File: src/rtl/nbf_pkg.sv
package nbf_pkg;
  localparam int PAY_W  = 8;
  localparam int WORD_W = PAY_W + 1;
  localparam int MOD_W  = 3;

  typedef enum logic [2:0] {
    ST_IDLE,
    ST_LOW,
    ST_HIGH,
    ST_GAP,
    ST_TAIL
  } nbf_state_t;
endpackage

File: src/rtl/nbf_half_timer.sv
module nbf_half_timer #(
  parameter int HALF_CYC = 5
) (
  input  logic clk,
  input  logic rst,
  input  logic en,
  output logic tick
);
  localparam int CW = $clog2(HALF_CYC + 1);

  logic [CW-1:0] cnt;

  assign tick = en && (cnt == CW'(HALF_CYC - 1));

  always_ff @(posedge clk) begin
    if (rst || !en || tick) cnt <= '0;
    else                    cnt <= cnt + 1'b1;
  end

  p_cnt_bound_r3: assert property (@(posedge clk) disable iff (rst)
    cnt < CW'(HALF_CYC));
endmodule

File: src/rtl/nbf_word_shifter.sv
module nbf_word_shifter #(
  parameter int W = 9
) (
  input  logic         clk,
  input  logic         rst,
  input  logic         load,
  input  logic [W-1:0] load_word,
  input  logic         shift,
  output logic         msb,
  output logic         last_bit
);
  localparam int BW = $clog2(W);

  logic [W-1:0]  sr;
  logic [BW-1:0] bitcnt;

  assign msb      = sr[W-1];
  assign last_bit = (bitcnt == BW'(W - 1));

  always_ff @(posedge clk) begin
    if (rst) begin
      sr     <= '0;
      bitcnt <= '0;
    end else if (load) begin
      sr     <= load_word;
      bitcnt <= '0;
    end else if (shift) begin
      sr     <= {sr[W-2:0], 1'b0};
      bitcnt <= bitcnt + 1'b1;
    end
  end

  p_bit_range_r2: assert property (@(posedge clk) disable iff (rst)
    bitcnt <= BW'(W - 1));
  p_load_shift_excl_r2: assert property (@(posedge clk) disable iff (rst)
    !(load && shift));
endmodule

File: src/rtl/nbf_framer.sv
module nbf_framer #(
  parameter int                      HALF_CYC = 5,
  parameter logic [nbf_pkg::PAY_W-1:0] FILL_OP = 8'h5C
) (
  input  logic                      clk,
  input  logic                      rst,
  input  logic                      in_valid,
  output logic                      in_ready,
  input  logic [nbf_pkg::PAY_W-1:0] in_data,
  input  logic                      in_is_data,
  input  logic                      in_last,
  output logic                      sclk,
  output logic                      mosi,
  output logic                      cs_n,
  output logic                      busy
);
  import nbf_pkg::*;

  nbf_state_t        state;
  logic              last_r;
  logic [MOD_W-1:0]  word_mod;
  logic [MOD_W-1:0]  mod_next;
  logic              tick;
  logic              timer_en;
  logic              accept;
  logic              word_end;
  logic              pad_load;
  logic              sh_load;
  logic              sh_shift;
  logic              last_bit;
  logic [WORD_W-1:0] sh_word;

  assign in_ready = (state == ST_IDLE) || (state == ST_GAP);
  assign busy     = (state != ST_IDLE);
  assign accept   = in_valid && in_ready;
  assign timer_en = (state == ST_LOW) || (state == ST_HIGH) || (state == ST_TAIL);
  assign word_end = (state == ST_HIGH) && tick && last_bit;
  assign mod_next = word_mod + 1'b1;
  assign pad_load = word_end && last_r && (mod_next != '0);
  assign sh_load  = accept || pad_load;
  assign sh_shift = (state == ST_HIGH) && tick && !last_bit;
  assign sh_word  = accept ? {in_is_data, in_data} : {1'b0, FILL_OP};

  nbf_half_timer #(.HALF_CYC(HALF_CYC)) u_timer (
    .clk (clk),
    .rst (rst),
    .en  (timer_en),
    .tick(tick)
  );

  nbf_word_shifter #(.W(WORD_W)) u_shift (
    .clk      (clk),
    .rst      (rst),
    .load     (sh_load),
    .load_word(sh_word),
    .shift    (sh_shift),
    .msb      (mosi),
    .last_bit (last_bit)
  );

  always_ff @(posedge clk) begin
    if (rst) begin
      state    <= ST_IDLE;
      sclk     <= 1'b0;
      cs_n     <= 1'b1;
      last_r   <= 1'b0;
      word_mod <= '0;
    end else begin
      case (state)
        ST_IDLE, ST_GAP: begin
          if (accept) begin
            cs_n   <= 1'b0;
            last_r <= in_last;
            state  <= ST_LOW;
          end
        end
        ST_LOW: begin
          if (tick) begin
            sclk  <= 1'b1;
            state <= ST_HIGH;
          end
        end
        ST_HIGH: begin
          if (tick) begin
            sclk <= 1'b0;
            if (last_bit) begin
              word_mod <= mod_next;
              if (!last_r)              state <= ST_GAP;
              else if (mod_next != '0)  state <= ST_LOW;
              else                      state <= ST_TAIL;
            end else begin
              state <= ST_LOW;
            end
          end
        end
        ST_TAIL: begin
          if (tick) begin
            cs_n  <= 1'b1;
            state <= ST_IDLE;
          end
        end
        default: state <= ST_IDLE;
      endcase
    end
  end

  p_idle_lines_r1: assert property (@(posedge clk) disable iff (rst)
    (state == ST_IDLE) |-> (cs_n && !sclk));
  p_sclk_idle_low_r3: assert property (@(posedge clk) disable iff (rst)
    cs_n |-> !sclk);
  p_mosi_rise_r3: assert property (@(posedge clk) disable iff (rst)
    $rose(sclk) |-> $stable(mosi));
  p_mosi_high_r3: assert property (@(posedge clk) disable iff (rst)
    (sclk && $past(sclk)) |-> $stable(mosi));
  p_pad_done_r4: assert property (@(posedge clk) disable iff (rst)
    $rose(cs_n) |-> (word_mod == '0));
  p_busy_cs_r5: assert property (@(posedge clk) disable iff (rst)
    busy |-> !cs_n);
  p_idle_cs_r5: assert property (@(posedge clk) disable iff (rst)
    !busy |-> cs_n);
  p_no_take_r6: assert property (@(posedge clk) disable iff (rst)
    (state == ST_LOW || state == ST_HIGH || state == ST_TAIL) |-> !in_ready);
  p_gap_quiet_r6: assert property (@(posedge clk) disable iff (rst)
    (state == ST_GAP) |-> (!cs_n && !sclk));
endmodule

File: config.mk
export PLATFORM = sky130hd
export DESIGN_NAME = nbf_framer
export DESIGN_NICKNAME = d
export VERILOG_FILES = /design/src/rtl/nbf_pkg.sv /design/src/rtl/nbf_half_timer.sv /design/src/rtl/nbf_word_shifter.sv /design/src/rtl/nbf_framer.sv
export SDC_FILE = /design/constraint.sdc
export NUM_CORES = 1
export LEC_CHECK = 0
export BUFFER_PORTS_ARGS = -buffer_cell sky130_fd_sc_hd__clkbuf_2
export CAP_MARGIN = 20
export CORE_UTILIZATION = 45
export CTS_CLUSTER_DIAMETER = 80
export DETAILED_ROUTE_END_ITERATION = 7
export PLACE_DENSITY = 0.74
export SETUP_SLACK_MARGIN = 0.5
export SKIP_CTS_REPAIR_TIMING = 1
export SLEW_MARGIN = 20
export SYNTH_ARGS = -nofsm -noshare
export SYNTH_HDL_FRONTEND = slang
export SYNTH_HIERARCHICAL = 1
export SYNTH_SLANG_ARGS = --single-unit
File: constraint.sdc
create_clock -name clk -period 3.2 [get_ports clk]
set_input_delay 0 -clock clk [delete_from_list [all_inputs] [get_ports clk]]
set_output_delay 0 -clock clk [all_outputs]
set_load 0.01 [all_outputs]
Yosys cells after proc, flatten, opt, wreduce, memory -nomap -nowiden
Index checks and enable logic that the tools add are counted.

Add/sub/neg operators: 3. Equal/unequal tests: 10. Mux-type cells: 16. Reductions and logical operators: 28.

Operators by type and width (count): 2-to-1 mux 9 bit (3); 2-to-1 mux 3 bit (7); one-hot mux 3 bit (4 select lines) (1); AND reduction 3 bit (3); inequality test 2 bit (second input constant) (4); logical AND 1 bit (7); adder 3 x 1 -> 3 bit (second input constant) (2); equality test 3 x 2 -> 1 bit (second input constant) (2); equality test 3 bit (second input constant) (2); logical OR 1 bit (6); nonzero test 2 bit (3); nonzero test 3 bit (2); adder 4 x 1 -> 4 bit (second input constant) (1); equality test 4 bit (second input constant) (1); one-hot mux 1 bit (2 select lines) (2); AND reduction 4 bit (1); OR reduction 2 bit (2); equality test 3 x 1 -> 1 bit (second input constant) (1); logical NOT 3 bit (1); 2-to-1 mux 1 bit (3); logical NOT 1 bit (2); AND reduction 2 bit (1).

Register bits: 25. Bits of input ports: 13. Output and inout port bits: 5. Logic and storage cells: 65.

Longest topological paths before layout
Depth in word-level cells: 10. Gate-level depth with buffers: 10. Gate-level depth less buffers: 8.

Cells and area by module
The synthesis kept the hierarchy.

By module, submodules not included: nbf_framer (times used 1, cells each 78, area an instance 648.1 um^2, seq. area each 180.2 um^2); nbf_word_shifter (times used 1, cells each 63, area an instance 638.1 um^2, seq. area each 260.2 um^2); nbf_half_timer (times used 1, cells each 15, area an instance 150.1 um^2, seq. area each 60.1 um^2).

Worst setup path before layout
OpenSTA, ideal clock, no wires.

Path kind: register to register. From: reg state[1]. To: reg u_shift.bitcnt[2]. Setup time: 0.070 ns. Data arrival time: 2.307 ns. Data required time: 3.130 ns. Slack: 0.823 ns. Stages on the path, launching flop included: 10. Buffers on the path: 3. Clock period less this slack: 2.377 ns. Path through: dfxtp_1 -> clkbuf_1 -> mux2_2 -> and3_1 -> clkbuf_2 -> and4b_1 -> a31o_2 -> buf_2 -> or2_1 -> a21oi_1.

Word-level cells in the longest chain between the ends: 10. Elaborated cells on any way between the ends: 17. Classes of those cells: 4 x eq/ne; 13 x reduce/logical.

RTL lines: from (decl) (line nbf_framer.sv:19) `nbf_state_t state;`; from (signal assigned) (line nbf_framer.sv:63) `state <= ST_IDLE;`; from (signal assigned) (line nbf_framer.sv:74) `state <= ST_LOW;`; from (signal assigned) (line nbf_framer.sv:80) `state <= ST_HIGH;`; equality test 3 x 1 -> 1 bit / equality test 3 x 2 -> 1 bit (equally long branches) (line nbf_framer.sv:36) `assign timer_en = (state == ST_LOW) || (state == ST_HIGH) || (state == ST_TAIL);`; logical OR 1 bit (line nbf_framer.sv:36); logical OR 1 bit * (line nbf_framer.sv:36); named net timer_en (line nbf_framer.sv:24) `logic timer_en;`; logical AND 1 bit * (line nbf_half_timer.sv:13) `assign tick = en && (cnt == CW'(HALF_CYC - 1));`; named net tick (line nbf_framer.sv:23) `logic tick;`; logical AND 1 bit * (2 in series) (line nbf_framer.sv:37) `assign word_end = (state == ST_HIGH) && tick && last_bit;`; logical AND 1 bit * (2 in series) (line nbf_framer.sv:39) `assign pad_load = word_end && last_r && (mod_next != '0);`; logical OR 1 bit * (line nbf_framer.sv:40) `assign sh_load = accept || pad_load;`; named net sh_load (line nbf_framer.sv:28) `logic sh_load;`; OR reduction 2 bit (no source line) *; to (signal assigned) (line nbf_word_shifter.sv:29) `bitcnt <= bitcnt + 1'b1;`; to (decl) (line nbf_word_shifter.sv:15) `logic [BW-1:0] bitcnt;`.

The timed path passes the listed nets; every way through them passes the cells marked *. A chain may end at the register's enable or synchronous reset.

Worst setup path in the final report
From: reg state[1]. To: reg u_shift.sr[0].

Word-level cells in the longest chain between the ends: 10. Elaborated cells on any way between the ends: 19. Classes of those cells: 4 x eq/ne; 2 x mux; 13 x reduce/logical.

RTL lines: equality test 3 x 1 -> 1 bit / equality test 3 x 2 -> 1 bit (equally long branches) (line nbf_framer.sv:36); logical OR 1 bit (line nbf_framer.sv:36); logical OR 1 bit * (line nbf_framer.sv:36); named net timer_en (line nbf_framer.sv:24); logical AND 1 bit * (line nbf_half_timer.sv:13); named net tick (line nbf_framer.sv:23); logical AND 1 bit * (2 in series) (line nbf_framer.sv:37); logical AND 1 bit * (2 in series) (line nbf_framer.sv:39); logical OR 1 bit * (line nbf_framer.sv:40); named net sh_load (line nbf_framer.sv:28); 2-to-1 mux 9 bit / nonzero test 2 bit (equally long branches); to (signal assigned) (line nbf_word_shifter.sv:25) `sr <= load_word;`; to (signal assigned) (line nbf_word_shifter.sv:28) `sr <= {sr[W-2:0], 1'b0};`; to (decl) (line nbf_word_shifter.sv:14) `logic [W-1:0] sr;`.

Marked as above.

==> flow_metrics.py <==
metrics = {
    "outcome": {
        "status": "finished, final reports clean",
    },
    "worst_setup_path": {
        "crit_family": "simple AND/OR/NAND/NOR gates",
        "r2r_cells": 6,
        "slowest_delay_ps": 640,
        "crit_buf_inv": 0,
        "path_cells": "mux2_2 > and3_1 > and4b_1 > a31o_2 > or3b_1 > a21oi_1",
        "arrival_ps": 2770,
        "startpoint_type": "register",
        "r2r_end": "u_shift/sr[0]",
        "ff2ff_setup_slack_ps": 680,
        "worst-setup-path-type": "reg -> reg",
        "end_kind": "register",
        "required_ps": 3440,
        "cp_slowest_cell": "dfxtp_1",
        "r2r_start": "state[1]",
        "worstPathMaxFanout": 15,
    },
    "yosys": {
        "syn-num-nets": 175,
        "yosys-top-cells-area": "dfxtp_1 (35%), mux2i_1 (8.4%), ha_1 (5.2%)",
        "seq_area_frac_synth_pct": 34.8,
        "syn-mean-instance-area_um2": 9.21,
        "synthCells": 156,
        "yosys_warnings": 6,
        "ys_ff_latch": 25,
        "synth_top_area_share_pct": 34.8,
        "synth_area_um2": 1440,
        "yosysTopAreaCell": "dfxtp_1",
        "yosysUniqueCellTypes": 39,
    },
    "global_routing": {
        "grt_pass1_vias": 974,
        "overflow": 0,
        "grt_first_pass_wirelength_um": 4200,
        "grt_max_degree": 30,
        "grt_usage_pct": 15.9,
        "antenna_found_initial": 0,
    },
    "clocking": {
        "h-tree-depth": 1,
        "clock_latency_ps": 310,
        "cts-buffers-inserted": 3,
        "clock_sinks": 25,
        "cts_buffer_depth": 2,
        "root_buffer": "clkbuf_4",
        "cts_tree": "yes",
        "cts.clk_slew.worst_paths_ps": 140,
    },
    "floorplanning": {
        "ios": 18,
        "core_um2": 3030,
        "row_count": 20,
        "die_area_um2": 3420,
        "initial_utilization_pct": 47.4,
        "die_h_um": 58.5,
        "die_x_um": 58.5,
    },
    "sta": {
        "max_freq_ghz": 0.396,
        "setup_viol": 0,
        "fin_crit_sh_pct": 78.8,
        "drv_slew": 0,
        "relSlewSlack_pct": 65.1,
        "clock_skew_ps": 7.86,
        "hold_viol": 0,
        "min_period_ps": 2520,
        "totalNegativeSetupSlack_ps": 0,
        "rsz0062_at_grt": "false",
        "worstMarginPinSlew_ps": 523,
    },
    "route": {
        "vias_per_cell": 5.15,
        "drc": 0,
        "ant_nets": 0,
        "wirelength_um": 2550,
        "wl_per_cell_um": 12.0,
        "drt-initial-drc-count": 24,
        "num_vias": 1097,
        "firstDrtPassIters": 4,
    },
    "run": {
        "drv_cap": 0,
    },
    "finish": {
        "antenna_cells": 0,
        "areaGrowthSynthToFinish_pct": 8.28,
        "layout_common_cells": "dfxtp_1 (23), clkbuf_2 (17), nand2b_1 (12), mux2i_1 (12), nor2b_1 (11)",
        "final_nets": 189,
        "drive_gt1_share_pct": 18.3,
        "final.fill_count": 282,
        "final_common_cell": "dfxtp_1",
    },
    "pwr": {
        "power_leakage_uw": 0.000588,
        "vdd_drop_max_mv": 0.167,
        "power.density_nw_per_um2": 351,
        "finalPower_uw": 546,
    },
    "min_path": {
        "min-delay-path-class": "in -> reg",
        "hp-start": "in_data[0]",
        "hold_depth": 4,
        "hold_end": "u_shift/sr[0]",
    },
    "placement": {
        "port_buffers": 17,
        "gp_congestion": 0.740,
        "dp_hpwl_um": 1870,
    },
}
## per-stage QoR
stage | utilization, % | worst slack, ps | instances | hold WS, ps | cell area [um^2]
global placement | 50.0 | 711 | 208 | 249 | 1520
floorplan | - | 823 | 156 | 155 | 1440
global route | 51.4 | 538 | 213 | 10.5 | 1560
detailed placement | 50.0 | 643 | 208 | 265 | 1520
finish | 51.4 | 678 | 213 | 29.4 | 1560
CTS | 50.9 | 605 | 212 | -85.2 | 1540
## metal layers
| metal | up-vias | track usage, % | routed length [um] |
|---|---|---|---|
| met4 | 0 | 6.12 | 9 |
| met1 | 515 | 19.8 | 1240 |
| li1 | 573 | - | - |
| met2 | 7 | 27.4 | 1250 |
| met3 | 2 | 2.64 | 48 |
| met5 | - | 0 | 0 |
## tightest hold or removal path, cell delays in order
cell and delay, ps:
clkbuf_2 70, and2_1 120, nand2_1 60, a21oi_1 50
## final cells by class
cell class              instances  area, um^2  area share (%)
multi-input cells             116         850            54.6
flip-flops and latches         25         503            32.3
repair buffers                 19         103            6.60
well taps                      44        55.1            3.54
clock buffers                   4        26.3            1.69
inverters                       5        18.8            1.21
## synthesized netlist by cell type (all sizes together)
master / instances
a211o: 1
a211oi: 8
a21bo: 1
a21oi: 7
a31o: 2
a32o: 1
and2: 5
and3: 1
and3b: 1
and4b: 3
buf: 7
clkbuf: 3
dfxtp: 25
ha: 6
inv: 5
mux2: 3
mux2i: 12
nand2: 5
nand2b: 12
nand3b: 3
nand4: 3
nand4b: 1
nor2: 9
nor2b: 11
nor3: 3
nor3b: 3
o21ai: 2
o21bai: 1
o31ai: 1
o32ai: 1
or2: 1
or3: 2
or3b: 3
xnor2: 2
xor2: 2
## power breakdown
group	switching, uW	internal [uW]
Clock	91.8	48.6
Combinational	35.1	34.7
Sequential	11.1	325
Total	138	408
## cells by family after synthesis
kind of cell / count (synthesis) / share of synthesized area [%]
adder cells (fa/ha/maj): 6 / 5.23
multiplexers: 15 / 10.7
buffers and inverters: 15 / 6.10
flip-flops: 25 / 34.8
AND/OR/NAND/NOR: 66 / 28.2
AO/OA/AOI/OAI: 25 / 12.5
XOR/XNOR: 4 / 2.44
## state kept, by name, indices dropped and copies added, names as in the netlist
name	cells
u_timer/cnt	3
last_r	1
state	3
u_shift/bitcnt	4
sclk	1
cs_n	1
u_shift/sr	9
word_mod	3
## how the worst max path moves through the flow
stage / startpoint / end / cells after the start
detailed placement: state[0] / u_shift/bitcnt[3] / 6
global route: state[1] / u_shift/sr[0] / 6
global placement: state[0] / u_shift/bitcnt[3] / 6
finish: state[1] / u_shift/sr[0] / 6
floorplan: state[1] / u_shift/bitcnt[2] / 9
CTS: state[0] / u_shift/bitcnt[3] / 6
Note: power is estimated with default switching activity, not from simulation.
